===== src/rtl/sdi_ins_pkg.sv =====
// Shared types, constants and word builders for the SDI word inserter.
// Assumes 10-bit video words and an 18-bit line CRC.
package sdi_ins_pkg;
    localparam int WORD_W  = 10;
    localparam int CRC_W   = 18;
    localparam int HALF_W  = CRC_W / 2;
    localparam int DC_W    = 8;
    localparam int SUM_W   = WORD_W - 1;
    localparam logic [CRC_W-1:0] CRC_MASK = 18'h23000;

    typedef logic [WORD_W-1:0] word_t;

    typedef enum logic [2:0] {
        ANC_IDLE,
        ANC_HDR0,
        ANC_HDR1,
        ANC_CNT,
        ANC_DATA,
        ANC_SUM
    } anc_phase_e;

    // Build the fourth timing reference word from field, vblank and H.
    function automatic word_t make_xyz(input logic f, input logic v, input logic h);
        word_t w;
        w = '0;
        w[9] = 1'b1;
        w[8] = f;
        w[7] = v;
        w[6] = h;
        w[5] = v ^ h;
        w[4] = f ^ h;
        w[3] = f ^ v;
        w[2] = f ^ v ^ h;
        return w;
    endfunction

    // Advance the line CRC over one word, bit 0 first.
    function automatic logic [CRC_W-1:0] crc_step(input logic [CRC_W-1:0] c,
                                                  input word_t w);
        logic [CRC_W-1:0] r;
        logic fb;
        r = c;
        for (int i = 0; i < WORD_W; i++) begin
            fb = r[0] ^ w[i];
            r  = r >> 1;
            if (fb) r = r ^ CRC_MASK;
        end
        return r;
    endfunction

    // Protect a 9-bit payload with inverted bit 8 in bit 9.
    function automatic word_t protect9(input logic [SUM_W-1:0] p);
        return {~p[SUM_W-1], p};
    endfunction
endpackage


===== src/rtl/sdi_slot_tracker.sv =====
// Tracks the reserved word slots around the timing reference codes.
// Assumes eav_mark/sav_mark pulse for one clock on the first code slot and
// that marks are at least eight words apart. Produces the TRS and line number
// words, flags the CRC slots and the CRC accumulation window.
module sdi_slot_tracker
    import sdi_ins_pkg::*;
#(
    parameter int LINE_W = 11
) (
    input  logic              clk,
    input  logic              rst_n,
    input  logic              eav_mark,
    input  logic              sav_mark,
    input  logic              fld_f,
    input  logic              vblank,
    input  logic [LINE_W-1:0] line_no,
    output logic              trs_act,
    output word_t             trs_word,
    output logic              ln_act,
    output word_t             ln_word,
    output logic              crc_slot,
    output logic              crc_hi,
    output logic              acc_on,
    output logic              crc_clr
);
    localparam int EAV_SLOTS = 8;
    localparam int SAV_SLOTS = 4;
    localparam int EAV_CW    = $clog2(EAV_SLOTS);
    localparam int SAV_CW    = $clog2(SAV_SLOTS);
    localparam int LN_W      = 11;

    logic [EAV_CW-1:0] eav_cnt, eav_idx;
    logic [SAV_CW-1:0] sav_cnt, sav_idx;
    logic              eav_live, sav_live;
    logic              f_q, v_q;
    logic [LINE_W-1:0] ln_q;
    logic [LN_W-1:0]   ln11;
    logic [1:0]        code_idx;

    // Current slot position within each code region.
    always_comb begin
        eav_live = eav_mark || (eav_cnt != '0);
        sav_live = sav_mark || (sav_cnt != '0);
        eav_idx  = eav_mark ? '0 : eav_cnt;
        sav_idx  = sav_mark ? '0 : sav_cnt;
    end

    // Slot counters that run through each region and wrap to idle.
    always_ff @(posedge clk) begin
        if (!rst_n) begin
            eav_cnt <= '0;
            sav_cnt <= '0;
        end else begin
            if (eav_mark)             eav_cnt <= EAV_CW'(1);
            else if (eav_cnt != '0)   eav_cnt <= eav_cnt + 1'b1;
            if (sav_mark)             sav_cnt <= SAV_CW'(1);
            else if (sav_cnt != '0)   sav_cnt <= sav_cnt + 1'b1;
        end
    end

    // Capture flywheel timing at each mark for use in later slots.
    always_ff @(posedge clk) begin
        if (!rst_n) begin
            f_q  <= 1'b0;
            v_q  <= 1'b0;
            ln_q <= '0;
        end else begin
            if (eav_mark || sav_mark) begin
                f_q <= fld_f;
                v_q <= vblank;
            end
            if (eav_mark) ln_q <= line_no;
        end
    end

    // CRC window opens after the start code and closes after LN1.
    always_ff @(posedge clk) begin
        if (!rst_n)                                      acc_on <= 1'b0;
        else if (sav_live && sav_idx == SAV_CW'(3))      acc_on <= 1'b1;
        else if (eav_live && eav_idx == EAV_CW'(5))      acc_on <= 1'b0;
    end

    // Timing reference word for the current code slot.
    always_comb begin
        trs_act  = (eav_live && eav_idx <= EAV_CW'(3)) || sav_live;
        code_idx = eav_live ? eav_idx[1:0] : sav_idx[1:0];
        case (code_idx)
            2'd0:    trs_word = '1;
            2'd3:    trs_word = make_xyz(f_q, v_q, eav_live);
            default: trs_word = '0;
        endcase
    end

    // Line number words and CRC slot flags after the end code.
    always_comb begin
        ln11     = LN_W'(ln_q);
        ln_act   = eav_live && (eav_idx == EAV_CW'(4) || eav_idx == EAV_CW'(5));
        if (eav_idx[0]) ln_word = {1'b1, 3'b000, ln11[10:7], 2'b00};
        else            ln_word = {~ln11[6], ln11[6:0], 2'b00};
        crc_slot = eav_live && (eav_idx[EAV_CW-1:1] == 2'b11);
        crc_hi   = eav_idx[0];
        crc_clr  = sav_mark;
    end
endmodule


===== src/rtl/sdi_anc_cs.sv =====
// Finds ancillary packets in one lane of input words and forms the
// checksum for the packet's final word. Assumes the header pattern
// 000,3FF,3FF is followed by two header words and a count word.
module sdi_anc_cs
    import sdi_ins_pkg::*;
(
    input  logic  clk,
    input  logic  rst_n,
    input  logic  det_en,
    input  word_t word_in,
    output logic  cs_hit,
    output word_t cs_word
);
    localparam word_t ALL_ONES = '1;

    word_t            prev1, prev2;
    anc_phase_e       phase;
    logic [SUM_W-1:0] sum;
    logic [DC_W-1:0]  left;
    logic             hdr_seen;

    // Header detection only between packets.
    always_comb begin
        hdr_seen = det_en && (phase == ANC_IDLE) && (prev2 == '0)
                   && (prev1 == ALL_ONES) && (word_in == ALL_ONES);
        cs_hit   = (phase == ANC_SUM);
        cs_word  = protect9(sum);
    end

    // Two-word history of the lane for pattern matching.
    always_ff @(posedge clk) begin
        if (!rst_n) begin
            prev1 <= '0;
            prev2 <= '0;
        end else begin
            prev1 <= word_in;
            prev2 <= prev1;
        end
    end

    // Packet walker: accumulate the sum and count down the data words.
    always_ff @(posedge clk) begin
        if (!rst_n) begin
            phase <= ANC_IDLE;
            sum   <= '0;
            left  <= '0;
        end else begin
            case (phase)
                ANC_IDLE: if (hdr_seen) phase <= ANC_HDR0;
                ANC_HDR0: begin
                    sum   <= word_in[SUM_W-1:0];
                    phase <= ANC_HDR1;
                end
                ANC_HDR1: begin
                    sum   <= sum + word_in[SUM_W-1:0];
                    phase <= ANC_CNT;
                end
                ANC_CNT: begin
                    sum   <= sum + word_in[SUM_W-1:0];
                    left  <= word_in[DC_W-1:0];
                    phase <= (word_in[DC_W-1:0] == '0) ? ANC_SUM : ANC_DATA;
                end
                ANC_DATA: begin
                    sum  <= sum + word_in[SUM_W-1:0];
                    left <= left - 1'b1;
                    if (left == DC_W'(1)) phase <= ANC_SUM;
                end
                default: phase <= ANC_IDLE;
            endcase
        end
    end
endmodule


===== src/rtl/sdi_line_crc.sv =====
// Per-lane line CRC register. Clears on the start-code mark and advances
// over each word while the accumulation window is open.
module sdi_line_crc
    import sdi_ins_pkg::*;
(
    input  logic             clk,
    input  logic             rst_n,
    input  logic             clr,
    input  logic             acc,
    input  word_t            word_in,
    output logic [CRC_W-1:0] crc_out
);
    // CRC state update.
    always_ff @(posedge clk) begin
        if (!rst_n)   crc_out <= '0;
        else if (clr) crc_out <= '0;
        else if (acc) crc_out <= crc_step(crc_out, word_in);
    end
endmodule


===== src/rtl/sdi_word_inserter.sv =====
// Transmit-side word inserter: overwrites timing reference, line number,
// line CRC and ancillary checksum slots in a two-lane 10-bit stream.
// Assumes flywheel marks aligned with the input words; output is
// registered with one clock of latency.
module sdi_word_inserter
    import sdi_ins_pkg::*;
#(
    parameter int LINE_W = 11
) (
    input  logic              clk,
    input  logic              rst_n,
    input  logic              hd_sel,
    input  logic              trs_off,
    input  logic              ln_off,
    input  logic              crc_off,
    input  logic              anc_off,
    input  logic              eav_mark,
    input  logic              sav_mark,
    input  logic              fld_f,
    input  logic              vblank,
    input  logic [LINE_W-1:0] line_no,
    input  logic [9:0]        y_in,
    input  logic [9:0]        c_in,
    output logic [9:0]        y_out,
    output logic [9:0]        c_out
);
    localparam int NUM_LANES = 2;

    logic                        trs_act, ln_act, crc_slot, crc_hi, acc_on, crc_clr;
    word_t                       trs_word, ln_word;
    logic [NUM_LANES-1:0]        anc_hit;
    logic [NUM_LANES*WORD_W-1:0] out_flat;
    word_t                       din [NUM_LANES];

    // Lane 0 carries luma (or the SD stream), lane 1 chroma.
    always_comb begin
        din[0] = y_in;
        din[1] = c_in;
    end

    sdi_slot_tracker #(.LINE_W(LINE_W)) u_slots (
        .clk      (clk),
        .rst_n    (rst_n),
        .eav_mark (eav_mark),
        .sav_mark (sav_mark),
        .fld_f    (fld_f),
        .vblank   (vblank),
        .line_no  (line_no),
        .trs_act  (trs_act),
        .trs_word (trs_word),
        .ln_act   (ln_act),
        .ln_word  (ln_word),
        .crc_slot (crc_slot),
        .crc_hi   (crc_hi),
        .acc_on   (acc_on),
        .crc_clr  (crc_clr)
    );

    for (genvar L = 0; L < NUM_LANES; L++) begin : g_lane
        logic             lane_on;
        word_t            cs_w, nxt, out_q;
        logic [CRC_W-1:0] crc_l;

        assign lane_on = (L == 0) || hd_sel;

        sdi_anc_cs u_anc (
            .clk     (clk),
            .rst_n   (rst_n),
            .det_en  (lane_on),
            .word_in (din[L]),
            .cs_hit  (anc_hit[L]),
            .cs_word (cs_w)
        );

        sdi_line_crc u_crc (
            .clk     (clk),
            .rst_n   (rst_n),
            .clr     (crc_clr),
            .acc     (acc_on),
            .word_in (nxt),
            .crc_out (crc_l)
        );

        // Insertion mux; later assignments take priority.
        always_comb begin
            nxt = din[L];
            if (anc_hit[L] && !anc_off) nxt = cs_w;
            if (hd_sel && !crc_off && crc_slot)
                nxt = crc_hi ? protect9(crc_l[CRC_W-1:HALF_W])
                             : protect9(crc_l[HALF_W-1:0]);
            if (hd_sel && !ln_off && ln_act) nxt = ln_word;
            if (lane_on && !trs_off && trs_act) nxt = trs_word;
        end

        // Output register for this lane.
        always_ff @(posedge clk) begin
            if (!rst_n) out_q <= '0;
            else        out_q <= nxt;
        end

        assign out_flat[L*WORD_W +: WORD_W] = out_q;
    end

    assign y_out = out_flat[WORD_W-1:0];
    assign c_out = out_flat[2*WORD_W-1:WORD_W];
endmodule


===== config.mk =====
export PLATFORM = sky130hd
export DESIGN_NAME = sdi_word_inserter
export DESIGN_NICKNAME = d
export VERILOG_FILES = /design/src/rtl/sdi_ins_pkg.sv /design/src/rtl/sdi_slot_tracker.sv /design/src/rtl/sdi_anc_cs.sv /design/src/rtl/sdi_line_crc.sv /design/src/rtl/sdi_word_inserter.sv
export SDC_FILE = /design/constraint.sdc
export NUM_CORES = 1
export LEC_CHECK = 0
export ABC_CLOCK_PERIOD_IN_PS = 3600
export BUFFER_PORTS_ARGS = -buffer_cell sky130_fd_sc_hd__buf_2
export CORE_MARGIN = 5
export CORE_UTILIZATION = 35
export CTS_CLUSTER_DIAMETER = 120
export DETAILED_ROUTE_END_ITERATION = 10
export HOLD_SLACK_MARGIN = 0.05
export PLACE_DENSITY = 0.53
export SKIP_CTS_REPAIR_TIMING = 1
export SLEW_MARGIN = 10
export SYNTH_ARGS = -nofsm -noshare
export SYNTH_HDL_FRONTEND = slang
export SYNTH_SLANG_ARGS = --single-unit

===== constraint.sdc =====
create_clock -name clk -period 3.6 [get_ports clk]
set_input_delay 0.9 -clock clk [delete_from_list [all_inputs] [get_ports clk]]
set_output_delay 0.9 -clock clk [all_outputs]
set_load 0.02 [all_outputs]

-- Word-level counts from Yosys, hierarchy flattened
Index checks and enable logic that the tools add are counted.
- bits in registers: 155
- bits of input ports: 42
- output and inout port bits: 20
- word-level logic and storage cells: 265
- add/subtract/negate cells: 6
- order comparisons: 1
- equality and inequality tests: 25
- muxes and demuxes: 107
- bitwise gates (word level): 52
- reduce and logical (&&, ||, !) cells: 52
- operator list (cell ; count):
    $mux 18 ; 74
    $mux 10 ; 11
    $not 2->3 ; 20
    $eq 10x10->1 const B ; 4
    $pmux 9 s2 ; 2
    $pmux 8 s2 ; 2
    $pmux 3 s5 ; 2
    $xor 1x1->1 ; 24
    $logic_and 1x1->1 ; 21
    $logic_not 10->1 ; 2
    $pmux 10 s2 ; 1
    $add 9x9->9 ; 2
    $eq 3x3->1 const B ; 6
    $eq 8x1->1 const B ; 2
    $logic_not 8->1 ; 2
    $reduce_bool 2->1 ; 8
    $sub 8x1->8 const B ; 2
    $mux 3 ; 5
    $eq 3x2->1 const B ; 4
    $mux 1 ; 8
    $ne 2x1->1 const B ; 4
    $not 1->1 ; 8
    $eq 2x2->1 const B ; 3
    $eq 3x1->1 const B ; 2
    other kinds (12) ; 24

-- Depth between registers and ports, before layout
- word-level depth: 54
- depth in mapped cells: 17
- gate-level depth less buffers: 16

-- By module
From an unflattened synthesis, not the netlist that was laid out.
- cells, all modules: 995
- area, all modules: 9251.4 µm²
- modules (own cells, without submodules) (module ; instances ; cells an instance ; area an instance (µm²) ; seq. area each (µm²)):
    sdi_anc_cs ; 2 ; 229 ; 2026.9 ; 800.8
    sdi_line_crc ; 2 ; 92 ; 1018.5 ; 360.3
    sdi_word_inserter ; 1 ; 225 ; 2020.7 ; 400.4
    sdi_slot_tracker ; 1 ; 128 ; 1139.8 ; 380.4

-- Least setup slack after synthesis
OpenSTA, ideal clock, no wires.
- kind: in2reg
- start point: input port eav_mark
- end point: register g_lane[1].u_crc.crc_out[7]
- library setup time: 0.128 ns
- data arrival time: 3.461 ns
- required time: 3.472 ns
- setup slack: 0.012 ns
- cell stages on the path: 13
- buffers on the path: 2
- path through: buf_2 > buf_1 > a21oi_1 > inv_1 > ha_1 > nor2b_1 > o21a_1 > a211oi_1 > or2_1 > o211ai_1 > xor3_1 > mux2i_1 > nor2_1
- word-level cells in the longest chain between the ends: 34
- elaborated cells between the ends (all ways): 52
- classes of those cells: order compare: 1; eq/ne: 4; mux: 33; bitwise: 4; reduce/logical: 10
- ends and longest elaborated chain (what ; RTL line ; RTL):
    start, declared ; sdi_word_inserter.sv:17 ; input logic eav_mark,
    $mux 3 ; sdi_slot_tracker.sv:44 ; eav_idx = eav_mark ? '0 : eav_cnt;
    $eq 2x2->1 or $eq 3x3->1 (tied branches) ; sdi_slot_tracker.sv:100, sdi_slot_tracker.sv:97 ;
    $logic_and 1x1->1 or $logic_or 1x1->1 (tied branches) ; sdi_slot_tracker.sv:100, sdi_slot_tracker.sv:97 ;
    $logic_and 1x1->1, on equally long branches ; sdi_word_inserter.sv:88, sdi_slot_tracker.sv:97 ;
    $mux 10 or $logic_and 1x1->1 (tied branches) ; sdi_word_inserter.sv:88, sdi_word_inserter.sv:91 ;
    $mux 10 ; sdi_word_inserter.sv:91 ; if (hd_sel && !ln_off && ln_act) nxt = ln_word;
    $mux 10 (*) ; sdi_word_inserter.sv:92 ; if (lane_on && !trs_off && trs_act) nxt = trs_word;
    $xor 1x1->1 ; sdi_ins_pkg.sv:44 ; fb = r[0] ^ w[i];
    [18 not listed] ; - ;
    $mux 18 (*) ; sdi_line_crc.sv:17 ; else if (acc) crc_out <= crc_step(crc_out, word_in);
    $mux 18 (*) ; sdi_line_crc.sv:16 ; else if (clr) crc_out <= '0;
    $mux 18 (*) ; sdi_line_crc.sv:15 ; if (!rst_n) crc_out <= '0;
    $mux 18 (*) ; sdi_ins_pkg.sv:46 ; if (fb) r = r ^ CRC_MASK;
    $mux 18 (*) ; sdi_line_crc.sv:17 ;
    $mux 18 (*) ; sdi_line_crc.sv:16 ;
    $mux 18 (*) ; sdi_line_crc.sv:15 ;
    $mux 18 (*) ; sdi_ins_pkg.sv:46 ;
    end signal, assigned ; sdi_line_crc.sv:17 ;
    end, declared ; sdi_line_crc.sv:11 ; output logic [CRC_W-1:0] crc_out
Mark *: on every way between the ends. The rest lies on a longest branch, timed or not. The select of a mux whose other input is x is not followed.
A chain may end at the register's enable or synchronous reset.

-- Final worst setup path
- start point: register u_slots.eav_cnt[1]
- end point: register g_lane[0].u_crc.crc_out[9]
- word-level cells in the longest chain between the ends: 43
- elaborated cells between the ends (all ways): 61
- classes of those cells: order compare: 1; eq/ne: 4; mux: 39; bitwise: 6; reduce/logical: 11
- ends and longest elaborated chain (what ; RTL line ; RTL):
    start, declared ; sdi_slot_tracker.sv:32 ; logic [EAV_CW-1:0] eav_cnt, eav_idx;
    start signal, assigned ; sdi_slot_tracker.sv:55 ; else if (eav_cnt != '0) eav_cnt <= eav_cnt + 1'b1;
    branches (longest 6 deep; another with $pmux 10 s2) ; - ;
    $mux 10 (*) ; sdi_word_inserter.sv:92 ;
    $xor 1x1->1 ; sdi_ins_pkg.sv:44 ;
    $mux 18 ; sdi_ins_pkg.sv:46 ;
    $mux 18 ; sdi_line_crc.sv:17 ;
    $mux 18 ; sdi_line_crc.sv:16 ;
    $mux 18 ; sdi_line_crc.sv:15 ;
    $mux 18 ; sdi_ins_pkg.sv:46 ;
    [22 not listed] ; - ;
    $mux 18 (*) ; sdi_line_crc.sv:17 ;
    $mux 18 (*) ; sdi_line_crc.sv:16 ;
    $mux 18 (*) ; sdi_line_crc.sv:15 ;
    $mux 18 (*) ; sdi_ins_pkg.sv:46 ;
    $mux 18 (*) ; sdi_line_crc.sv:17 ;
    $mux 18 (*) ; sdi_line_crc.sv:16 ;
    $mux 18 (*) ; sdi_line_crc.sv:15 ;
    $mux 18 (*) ; sdi_ins_pkg.sv:46 ;
    end signal, assigned ; sdi_line_crc.sv:17 ;
    end, declared ; sdi_line_crc.sv:11 ;
Mark *: on every way between the ends. The select of a mux whose other input is x is not followed.

==> results.md <==
Finish:
- The repair_antennas step left the layout with diodes totalling 0.
- Summing all flip-flop and latch instances after layout gives between 0.003 and 0.004 mm2.
- Leaving out fill and tap cells, the most frequent cell in the layout is sky130_fd_sc_hd__dfxtp_1.
- The core utilization of the finished layout is approximately 42%.
- Of the cells placed in the final design, the portion with a size suffix greater than 1 is 17.2%.
- The filler cells instantiated in the layout total around 2.5k.
- The top cell types in the final layout, fill and taps aside, are sky130_fd_sc_hd__dfxtp_1, sky130_fd_sc_hd__nor2_1, sky130_fd_sc_hd__nand2_1, sky130_fd_sc_hd__mux2i_1.
- Summing all multi-input logic gate instances after layout gives just over 0.005 mm2.
- Relative to the synthesized area, the layout overhead comes to 18.0%.
- For this run, the post-layout net count is 1124.

CTS:
- The clock input transition at the sequential cells of the worst setup and hold paths is roughly 0.070 ns.
- Counting the buffers created by CTS gives 17.
- TritonCTS built the clock tree.
- The longest clock path from root to sink contains 2 buffers.
- The tree is rooted in a sky130_fd_sc_hd__clkbuf_16.
- The clock drives 155 sinks.
- The number of levels in the clock H-tree is 4.
- At the later pin of the worst-skew pair, clock insertion delay measures around 0.43 ns.

STA:
- Across all hold checks on the routed design, the worst slack comes to between 0.4 and 0.5 ns.
- The final max-slew violation count came to 0.
- In this run the tightest slew margin relative to its limit is between 50% and 60%.
- The final critical path takes up 94.1% of the cycle.
- The slew of the pin with the lowest slew margin is 0.737 ns.
- The final count of hold timing violations is 0.
- Adding up every negative setup slack in the final design gives 0 ns.
- Derived from the worst setup path, the maximum achievable clock frequency is approximately 0.3 GHz.
- Setup violations remaining at the end of the flow were counted as 0.
- The worst clock skew is about 0.013 ns.
- Setup repair after global routing left no endpoint under its margin.
- The time the worst path needs with I/O delays and setup is roughly 3.4 ns.

Synthesis:
- Synthesis produced a netlist with a net count of approximately 1.0k.
- The synthesized instance count is a little under 1k.
- The most used flip-flop cell after synthesis is sky130_fd_sc_hd__dfxtp_1.
- The count of unique library cells instantiated by Yosys is 80.
- The Yosys step of the flow raised 0 warnings.
- After synthesis the cells add up to between 0.008 and 0.009 mm2.
- Each instance of the synthesized netlist takes up on average 8.77 um2.
- The area share of the largest cell type after synthesis is between 30 and 40%.
- The synthesized design contains 0 enable-type register cells.
- After synthesis, the cell types taking the most area are sky130_fd_sc_hd__dfxtp_1, sky130_fd_sc_hd__mux2i_1, sky130_fd_sc_hd__nor2_1.
- The register area share after synthesis is 36.6%.
- The synthesized design spends more area on one cell type than any other, namely sky130_fd_sc_hd__dfxtp_1.
- The async set-reset flop share out of synthesis is 0%.
- The count of state elements after synthesis is ~160.

Critical path:
- The biggest cell delay along the critical path is roughly 0.36 ns.
- The kind of cell adding the most delay to the critical path is compound AO/OA/AOI/OAI gates.
- The most numerous cell on the critical path is sky130_fd_sc_hd__a21oi_1.
- STA puts the critical path data arrival time at 3.69 ns.
- The worst setup path is captured at a flop.
- The number of cells on the worst reg-to-reg path is 16.
- The reg-to-reg setup timing slack is 0.21 ns.
- The critical path is of the flop to flop type.
- The worst register-to-register path ends at g_lane[0].u_crc.crc_out[9]$_SDFFE_PP0P_.
- The number of buffers and inverters on the critical path is 3.
- The worst register-to-register path begins at u_slots.eav_cnt[1]$_SDFFE_PP0P_.
- STA classifies the critical path startpoint as a flop.
- The required time of the worst setup path is ~3.9 ns.
- The maximum fanout along the worst path is 5.
- The largest individual stage delay along the critical path comes from the cell sky130_fd_sc_hd__dfxtp_1.
- Walking the worst path, the cells encountered are inv_1, ha_1, nand2b_1, or3_1, a21oi_1, inv_1, ha_1, nor2b_2, buf_4, o21a_1, a21oi_1, a21oi_1, a211oi_4, xnor3_1, mux2i_1, nor2_1.

Worst hold path:
- The worst hold path endpoint is g_lane[1].u_anc.prev2[0]$_SDFF_PN0_.
- The launch instance of the worst min-delay path is g_lane[1].u_anc.prev1[0]$_SDFF_PN0_.
- The class of the most critical hold timing path is flop to flop.
- The cell depth of the worst min-delay path is 1.

GRT:
- The initial antenna violation count was 0.
- The number of global-route vias before repair is approximately 7.1k.
- The total overflow left after global routing is 0.
- The largest net degree at the start of global routing is 60.
- The first global-routing pass estimated ~38 mm of wire.
- Global routing consumed, over all layers together, 18.0% of the routing resources.

Status:
- The run finished with clean final reports.

Power:
- The static leakage is approximately 4 nW.
- The total power density per cell area is 461 mW/mm2.
- The design draws approximately 0.0046 W.
- The highest ir drop seen on vdd is between 0.2 and 0.3 mV.

Die:
- The floorplan has 57 rows.
- slightly above 60 I/O pins were placed.
- After floorplanning, the core was sized to cover 0.0240 mm2.
- The die covers around 0.027 mm2.
- The starting utilization of the core area is around a third.
- The die height is between 150 and 200 um.
- The floorplan die width is 166 um.

Routing:
- The via count normalized by instance count is 5.21.
- Wires add up to 23.9 mm.
- The via count is between 7k and 8k.
- The DRC violation count after routing is 0.
- The first detailed-routing pass ran for 5 iterations.
- The remaining number of nets flagged by the antenna check after routing is 0.
- The number of DRC markers in iteration 0 is around 600.
- The average detailed-routed wire length per instance is 17.1 um.

Placement:
- At the end of routability-driven placement, the weighted congestion stood at 0.849.
- The number of port buffers is around 60.
- Summed over all nets, the half-perimeter wirelength after detailed placement is 17.4 mm.

Run:
- Across the run, the number of max-cap violations was 0.
[flip-flops by register name (all words and copies together), names as in the netlist, 2 cells and up]
| name | count |
|---|---|
| g_lane.u_anc.sum | 18 |
| c_out | 10 |
| u_slots.eav_cnt | 3 |
| u_slots.ln11 | 11 |
| g_lane.u_anc.prev1 | 20 |
| g_lane.u_anc.prev2 | 20 |
| y_out | 10 |
| g_lane.u_crc.crc_out | 36 |
| u_slots.sav_cnt | 2 |
| g_lane.u_anc.phase | 6 |
| g_lane.u_anc.left | 16 |
[power by group]
group          internal (W)  switching [W]  total [W]
Combinational      0.000437       0.000526   0.000963
Clock              0.000977       0.000771    0.00175
Sequential          0.00182      0.0000737    0.00189
[worst max-delay path by stage]
stage	start	end	depth (start not counted)
6_report	u_slots.eav_cnt[1]$_SDFFE_PP0P_	g_lane[0].u_crc.crc_out[9]$_SDFFE_PP0P_	16
5_1_grt	u_slots.eav_cnt[1]$_SDFFE_PP0P_	g_lane[0].u_crc.crc_out[7]$_SDFFE_PP0P_	15
3_3_place_gp	sav_mark	g_lane[0].u_crc.crc_out[9]$_SDFFE_PP0P_	13
4_1_cts	u_slots.eav_cnt[1]$_SDFFE_PP0P_	g_lane[0].u_crc.crc_out[10]$_SDFFE_PP0P_	15
2_1_floorplan	eav_mark	g_lane[1].u_crc.crc_out[7]$_SDFFE_PP0P_	13
3_5_place_dp	sav_mark	g_lane[0].u_crc.crc_out[9]$_SDFFE_PP0P_	13
[through the flow]
stage	std cells	area [um2]	setup slack, ns
after detailed placement	1360	9420	-0.161
after CTS	1391	9970	0.145
after global routing	1391	9990	0.0157
final	1391	9990	0.211
after global placement	1360	9420	-0.0708
after floorplan	965	8470	0.0117
[logic make-up (layout without fill, tap and decap cells)]
logic type	after synthesis	count (layout)	share of synthesized area, %
adders and majority gates	27	27	4.17
buffers and inverters	77	179	4.14
AOI/OAI and AO/OA	211	211	17.3
muxes	73	73	8.72
and+or+nand+nor	362	362	21.7
xor gates and xnor gates	60	60	7.31
DFF	155	155	36.6
[final cells by class]
type	count	area share [%]
clock buffers	20	4.47
flip-flops and latches	155	31.1
well taps	324	4.06
inverters	24	0.902
repair buffers	124	8.04
clock inverters	11	1.11
multi-input cells	733	50.3
[layer usage]
layer  routed length, um  global-route usage [%]  vias to the layer above
li1                    -                       -                     3651
met2               10600                    27.7                      155
met1               11800                    25.4                     3415
met3                1090                    3.67                       24
met5                   0                       0                        -
met4                 413                    5.29                        0
[synthesized netlist by cell type, types with 18 or more instances]
library cell               instances
sky130_fd_sc_hd__a211oi_1         25
sky130_fd_sc_hd__a21oi_1          59
sky130_fd_sc_hd__and2_1           49
sky130_fd_sc_hd__clkbuf_1         27
sky130_fd_sc_hd__dfxtp_1         155
sky130_fd_sc_hd__ha_1             25
sky130_fd_sc_hd__inv_1            24
sky130_fd_sc_hd__mux2i_1          67
sky130_fd_sc_hd__nand2_1          72
sky130_fd_sc_hd__nand3_1          21
sky130_fd_sc_hd__nor2_1          113
sky130_fd_sc_hd__nor3_1           18
sky130_fd_sc_hd__o21ai_0          32
sky130_fd_sc_hd__xnor2_1          37
(Power assumes the default switching activity.)
